[config.mk]
export PLATFORM = sky130hd
export DESIGN_NAME = mcyc_control
export DESIGN_NICKNAME = d
export VERILOG_FILES = /design/src/rtl/mcyc_pkg.sv /design/src/rtl/mcyc_seq.sv /design/src/rtl/mcyc_decode.sv /design/src/rtl/mcyc_control.sv
export SDC_FILE = /design/constraint.sdc
export NUM_CORES = 1
export LEC_CHECK = 0
export BUFFER_PORTS_ARGS = -buffer_cell sky130_fd_sc_hd__clkbuf_2
export CORE_AREA = 5 5 42 44
export DETAILED_ROUTE_END_ITERATION = 6
export DIE_AREA = 0 0 47 49
export SYNTH_ARGS = -nofsm -noshare
export SYNTH_HDL_FRONTEND = slang
export SYNTH_SLANG_ARGS = --single-unit
export TNS_END_PERCENT = 50
[constraint.sdc]
create_clock -name clk -period 2.23 [get_ports clk]
set_input_delay 0.446 -clock clk [delete_from_list [all_inputs] [get_ports clk]]
set_output_delay 0.446 -clock clk [all_outputs]
set_load 0.03 [all_outputs]
[src/rtl/mcyc_pkg.sv]
package mcyc_pkg;

  localparam int OPC_W   = 6;
  localparam int STATE_W = 4;

  localparam logic [OPC_W-1:0] OPC_RTYPE = 6'b000000;
  localparam logic [OPC_W-1:0] OPC_LOAD  = 6'b100011;
  localparam logic [OPC_W-1:0] OPC_STORE = 6'b101011;
  localparam logic [OPC_W-1:0] OPC_BEQ   = 6'b000100;
  localparam logic [OPC_W-1:0] OPC_JUMP  = 6'b000010;

  typedef enum logic [STATE_W-1:0] {
    ST_FETCH   = 4'd0,
    ST_DECODE  = 4'd1,
    ST_ADDR    = 4'd2,
    ST_MEMRD   = 4'd3,
    ST_LOADWB  = 4'd4,
    ST_MEMWR   = 4'd5,
    ST_EXEC    = 4'd6,
    ST_REGWB   = 4'd7,
    ST_BRANCH  = 4'd8,
    ST_JUMP    = 4'd9
  } ctrlState_e;

  typedef enum logic [1:0] {SRCB_REG = 2'b00, SRCB_FOUR = 2'b01,
                            SRCB_IMM = 2'b10, SRCB_IMMSH = 2'b11} srcB_e;
  typedef enum logic [1:0] {OP_ADD = 2'b00, OP_SUB = 2'b01,
                            OP_FUNCT = 2'b10, OP_RSVD = 2'b11} aluOp_e;
  typedef enum logic [1:0] {PCS_ALU = 2'b00, PCS_ALUOUT = 2'b01,
                            PCS_JUMP = 2'b10, PCS_RSVD = 2'b11} pcSrc_e;

  typedef struct packed {
    logic   pcWrite;
    logic   pcWriteCond;
    logic   irWrite;
    logic   memRead;
    logic   memWrite;
    logic   addrSel;
    logic   regWrite;
    logic   regDstSel;
    logic   wbDataSel;
    logic   aluSrcA;
    srcB_e  aluSrcB;
    aluOp_e aluOp;
    pcSrc_e pcSrc;
  } ctrlStrobes_t;

endpackage

[src/rtl/mcyc_seq.sv]
module mcyc_seq
  import mcyc_pkg::*;
(
  input  logic             clk,
  input  logic             rst,
  input  logic [OPC_W-1:0] opcode,
  output ctrlState_e       curState
);

  ctrlState_e nextState;
  ctrlState_e dispatchState;

  // Dispatch out of decode, keyed on the opcode
  always_comb begin
    unique case (opcode)
      OPC_RTYPE:           dispatchState = ST_EXEC;
      OPC_LOAD, OPC_STORE: dispatchState = ST_ADDR;
      OPC_BEQ:             dispatchState = ST_BRANCH;
      OPC_JUMP:            dispatchState = ST_JUMP;
      default:             dispatchState = ST_FETCH;
    endcase
  end

  always_comb begin
    nextState = ST_FETCH;
    unique case (curState)
      ST_FETCH:  nextState = ST_DECODE;
      ST_DECODE: nextState = dispatchState;
      ST_ADDR:   nextState = (opcode == OPC_STORE) ? ST_MEMWR : ST_MEMRD;
      ST_MEMRD:  nextState = ST_LOADWB;
      ST_EXEC:   nextState = ST_REGWB;
      ST_LOADWB, ST_REGWB, ST_MEMWR, ST_BRANCH, ST_JUMP:
                 nextState = ST_FETCH;
      default:   nextState = ST_FETCH;
    endcase
  end

  always_ff @(posedge clk) begin
    if (rst) curState <= ST_FETCH;
    else     curState <= nextState;
  end

endmodule

[src/rtl/mcyc_decode.sv]
module mcyc_decode
  import mcyc_pkg::*;
(
  input  ctrlState_e   curState,
  output ctrlStrobes_t strobes
);

  always_comb begin
    strobes = '0;
    unique case (curState)
      ST_FETCH: begin
        strobes.memRead = 1'b1;
        strobes.irWrite = 1'b1;
        strobes.pcWrite = 1'b1;
        strobes.aluSrcB = SRCB_FOUR;
      end
      ST_DECODE: begin
        // branch target formed early while the ALU is free
        strobes.aluSrcB = SRCB_IMMSH;
      end
      ST_ADDR: begin
        strobes.aluSrcA = 1'b1;
        strobes.aluSrcB = SRCB_IMM;
      end
      ST_MEMRD: begin
        strobes.memRead = 1'b1;
        strobes.addrSel = 1'b1;
      end
      ST_LOADWB: begin
        strobes.regWrite  = 1'b1;
        strobes.wbDataSel = 1'b1;
      end
      ST_MEMWR: begin
        strobes.memWrite = 1'b1;
        strobes.addrSel  = 1'b1;
      end
      ST_EXEC: begin
        strobes.aluSrcA = 1'b1;
        strobes.aluOp   = OP_FUNCT;
      end
      ST_REGWB: begin
        strobes.regWrite  = 1'b1;
        strobes.regDstSel = 1'b1;
      end
      ST_BRANCH: begin
        strobes.aluSrcA     = 1'b1;
        strobes.aluOp       = OP_SUB;
        strobes.pcWriteCond = 1'b1;
        strobes.pcSrc       = PCS_ALUOUT;
      end
      ST_JUMP: begin
        strobes.pcWrite = 1'b1;
        strobes.pcSrc   = PCS_JUMP;
      end
      default: strobes = '0;
    endcase
  end

endmodule

[src/rtl/mcyc_control.sv]
module mcyc_control
  import mcyc_pkg::*;
(
  input  logic       clk,
  input  logic       rst,
  input  logic [5:0] opcode,
  input  logic       aluZero,
  output logic       pcWrite,
  output logic       pcWriteCond,
  output logic       pcLoadEn,
  output logic       irWrite,
  output logic       memRead,
  output logic       memWrite,
  output logic       addrSel,
  output logic       regWrite,
  output logic       regDstSel,
  output logic       wbDataSel,
  output logic       aluSrcA,
  output logic [1:0] aluSrcB,
  output logic [1:0] aluOp,
  output logic [1:0] pcSrc
);

  ctrlState_e   stateQ;
  logic [STATE_W-1:0] curState;
  ctrlStrobes_t strobes;

  mcyc_seq u_seq (
    .clk      (clk),
    .rst      (rst),
    .opcode   (opcode),
    .curState (stateQ)
  );

  mcyc_decode u_decode (
    .curState (stateQ),
    .strobes  (strobes)
  );

  assign curState    = stateQ;
  assign pcWrite     = strobes.pcWrite;
  assign pcWriteCond = strobes.pcWriteCond;
  assign irWrite     = strobes.irWrite;
  assign memRead     = strobes.memRead;
  assign memWrite    = strobes.memWrite;
  assign addrSel     = strobes.addrSel;
  assign regWrite    = strobes.regWrite;
  assign regDstSel   = strobes.regDstSel;
  assign wbDataSel   = strobes.wbDataSel;
  assign aluSrcA     = strobes.aluSrcA;
  assign aluSrcB     = strobes.aluSrcB;
  assign aluOp       = strobes.aluOp;
  assign pcSrc       = strobes.pcSrc;

  // the single Mealy term: branch taken only on a zero compare
  assign pcLoadEn = strobes.pcWrite | (strobes.pcWriteCond & aluZero);

endmodule

==> flow_summary.toml <==
[power_and_ir_drop]
p_per_area_mw_per_mm2 = 399
ir_drop_mv = 0.140
power_w = 0.000238
p_leak_nw = 0.256

[clock_tree]
postCtsSetupBuffers = 0
cts_root_buffer = "clkbuf_4"
cts_tree = "built"
ctsResizeCount = 0
cts_buffers = 3
cts_max_path_buffers = 2
numClockSinks = 4
clkTransAtPathRegs_ns = 0.04
insertion_delay_ns = 0.23
htree_levels = 1
postCtsHoldBufs = 0

[final_layout]
final_cells = 100
top_regs = "u_seq.curState (4)"
n_fill_cell = 160
layout_commonest_cell = "clkbuf_2"
final_nets = 95
multi_input_area_um2 = 327
diodes = 0
area_growth_pct = 33.6
drive_gt1_share_pct = 39.3
largest-register = "u_seq.curState"
fin_area_um2 = 597
final_cell_mix = "clkbuf_2 (25), nor2_1 (6), nor3_1 (5)"
largest_register_ffs = 4
regArea_um2 = 80.1

[timing]
clock_skew_ns = 0.00240
final_hold_viol_count = 0
fin_hold_ws_ns = 0.441
finalMaxSlewViolations = 0
setup-violations-final = 0
fin_crit_sh_pct = 90.3
worst_pin_slew_ns = 0.535
rsz0062_at_grt = "false"
fmax_ghz = 0.497
period_needed_ns = 2.01
max_slew_margin_pct = 64.3
setup_tns_ns = 0

[grt]
grt_pass1_wl_mm = 1.93
grt_pass1_vias = 464
antenna_found_initial = 0
grt_overflow = 0
grt_max_degree = 16
grtUsageTotal_pct = 10.9

[synthesis]
ys_top_cells_by_area = "dfxtp_1 (18%), nand2b_1 (5.6%), nor3_1 (5.6%), nor2_1 (5.0%), a311o_1 (4.5%)"
syn_inst = 61
synth-seq-area-share_pct = 17.9
syn-cell-area_um2 = 447
netlist.top_cell.by_area = "dfxtp_1"
synth_top_area_share_pct = 17.9
yosys_warnings = 0
syn_avg_cell_area_um2 = 7.32
syn_nets = 70
synth_cell_type_count = 31
yosys_register_bits = 4

[worst_setup_path]
end_kind = "primary output"
critical_path_class = "flop to primary output"
cp_data_required_time_ns = 1.78
critical_path_arrival_ns = 1.57
worstPathMaxFanout = 15
cp-start-kind = "flop"

[die]
die_x_um = 47
num_io_pins = 26
start_util_pct = 31.9
row_count = 14
die_h_um = 49
core_area_mm2 = 0.00140
floorplan.die_area_mm2 = 0.00230

[routing]
vias = 534
dr.pass1.iters = 4
wl_per_cell_um = 12.0
drc = 0
final_antenna_net_count = 0
avgViaCountPerCell = 5.34
drtIter0Drc = 2
finalWirelength_mm = 1.20

[placed_design]
gp_congestion = 0.794
dpl_cell_area_um2 = 574
dpl.cell_count = 97
io_buffers = 25
hpwl_um = 942

[outcome]
status = "finished, final reports clean"

[hold_path]
min_path_type = "primary input to flop"

[flow_run]
drv_cap = 0
## synth_stat cells
cell type / n
nor4b_2: 1
nor2b_1: 2
a21o_1: 1
and3_1: 1
clkbuf_2: 1
xor2_1: 1
nor4_2: 1
nand2_1: 3
o21ai_0: 1
nor3_1: 5
nand2b_1: 4
nor4_1: 3
buf_2: 3
dfxtp_1: 4
a21oi_1: 3
nand3_1: 1
xnor2_1: 2
nor4b_1: 2
nor3b_1: 2
a211oi_1: 1
or4b_1: 1
a22o_1: 1
buf_1: 1
a211o_1: 1
a2111oi_0: 1
inv_1: 2
o211ai_1: 1
nand4b_1: 1
nor2_1: 6
a311o_1: 2
buf_4: 2
## cells by family after synthesis
group	count (synthesis)	synth area share [%]
DFF	4	17.9
AOI/OAI and AO/OA	12	19.9
and+or+nand+nor	33	45.9
xor gates and xnor gates	3	5.88
buffers and inverters	9	10.4
## stage by stage
stage	setup WS, ns	utilization, %
6_report	0.216	42.6
5_1_grt	0.0723	42.6
4_1_cts	0.205	42.6
3_5_place_dp	0.455	41.0
3_3_place_gp	0.468	41.0
2_1_floorplan	0.00361	-
## report_power, final
group,internal [W],switching (W)
Sequential,0.0000740,0.00000776
Clock,0.0000599,0.0000255
Combinational,0.0000273,0.0000436
## layout make-up
cell class	instances	share of cell area (%)
repair buffers	27	23.5
flip-flops and latches	4	13.4
inverters	2	1.26
well taps	16	3.35
clock buffers	3	3.77
multi-input cells	48	54.7
## per-layer routing
layer | GRT usage (%) | part of all wire (%) | routed length, µm | vias up
met3 | 1.48 | 6.9 | 82 | 0
li1 | - | - | - | 277
met5 | 0 | 0 | 0 | -
met2 | 16.5 | 45 | 539 | 16
met1 | 13.8 | 48 | 574 | 241
met4 | 6.91 | 0 | 0 | 0
## worst paths after layout
kind / slack [ns] / startpoint / endpoint / cells past startpoint
worst min-delay path: 0.44 / opcode[4] / u_seq.curState[3] / 2
worst max register to register: 0.73 / u_seq.curState[0] / u_seq.curState[2] / 3
worst min register to register: 0.77 / u_seq.curState[2] / u_seq.curState[0] / 3
worst max-delay path: 0.22 / u_seq.curState[1] / aluSrcB[1] / 3
## worst max-delay path, cell delays in order, from the launching register on
cell and delay, ns:
dfxtp_1 0.65, nand2b_1 0.22, a211oi_1 0.23, clkbuf_2 0.24
(Power assumes the default switching activity.)
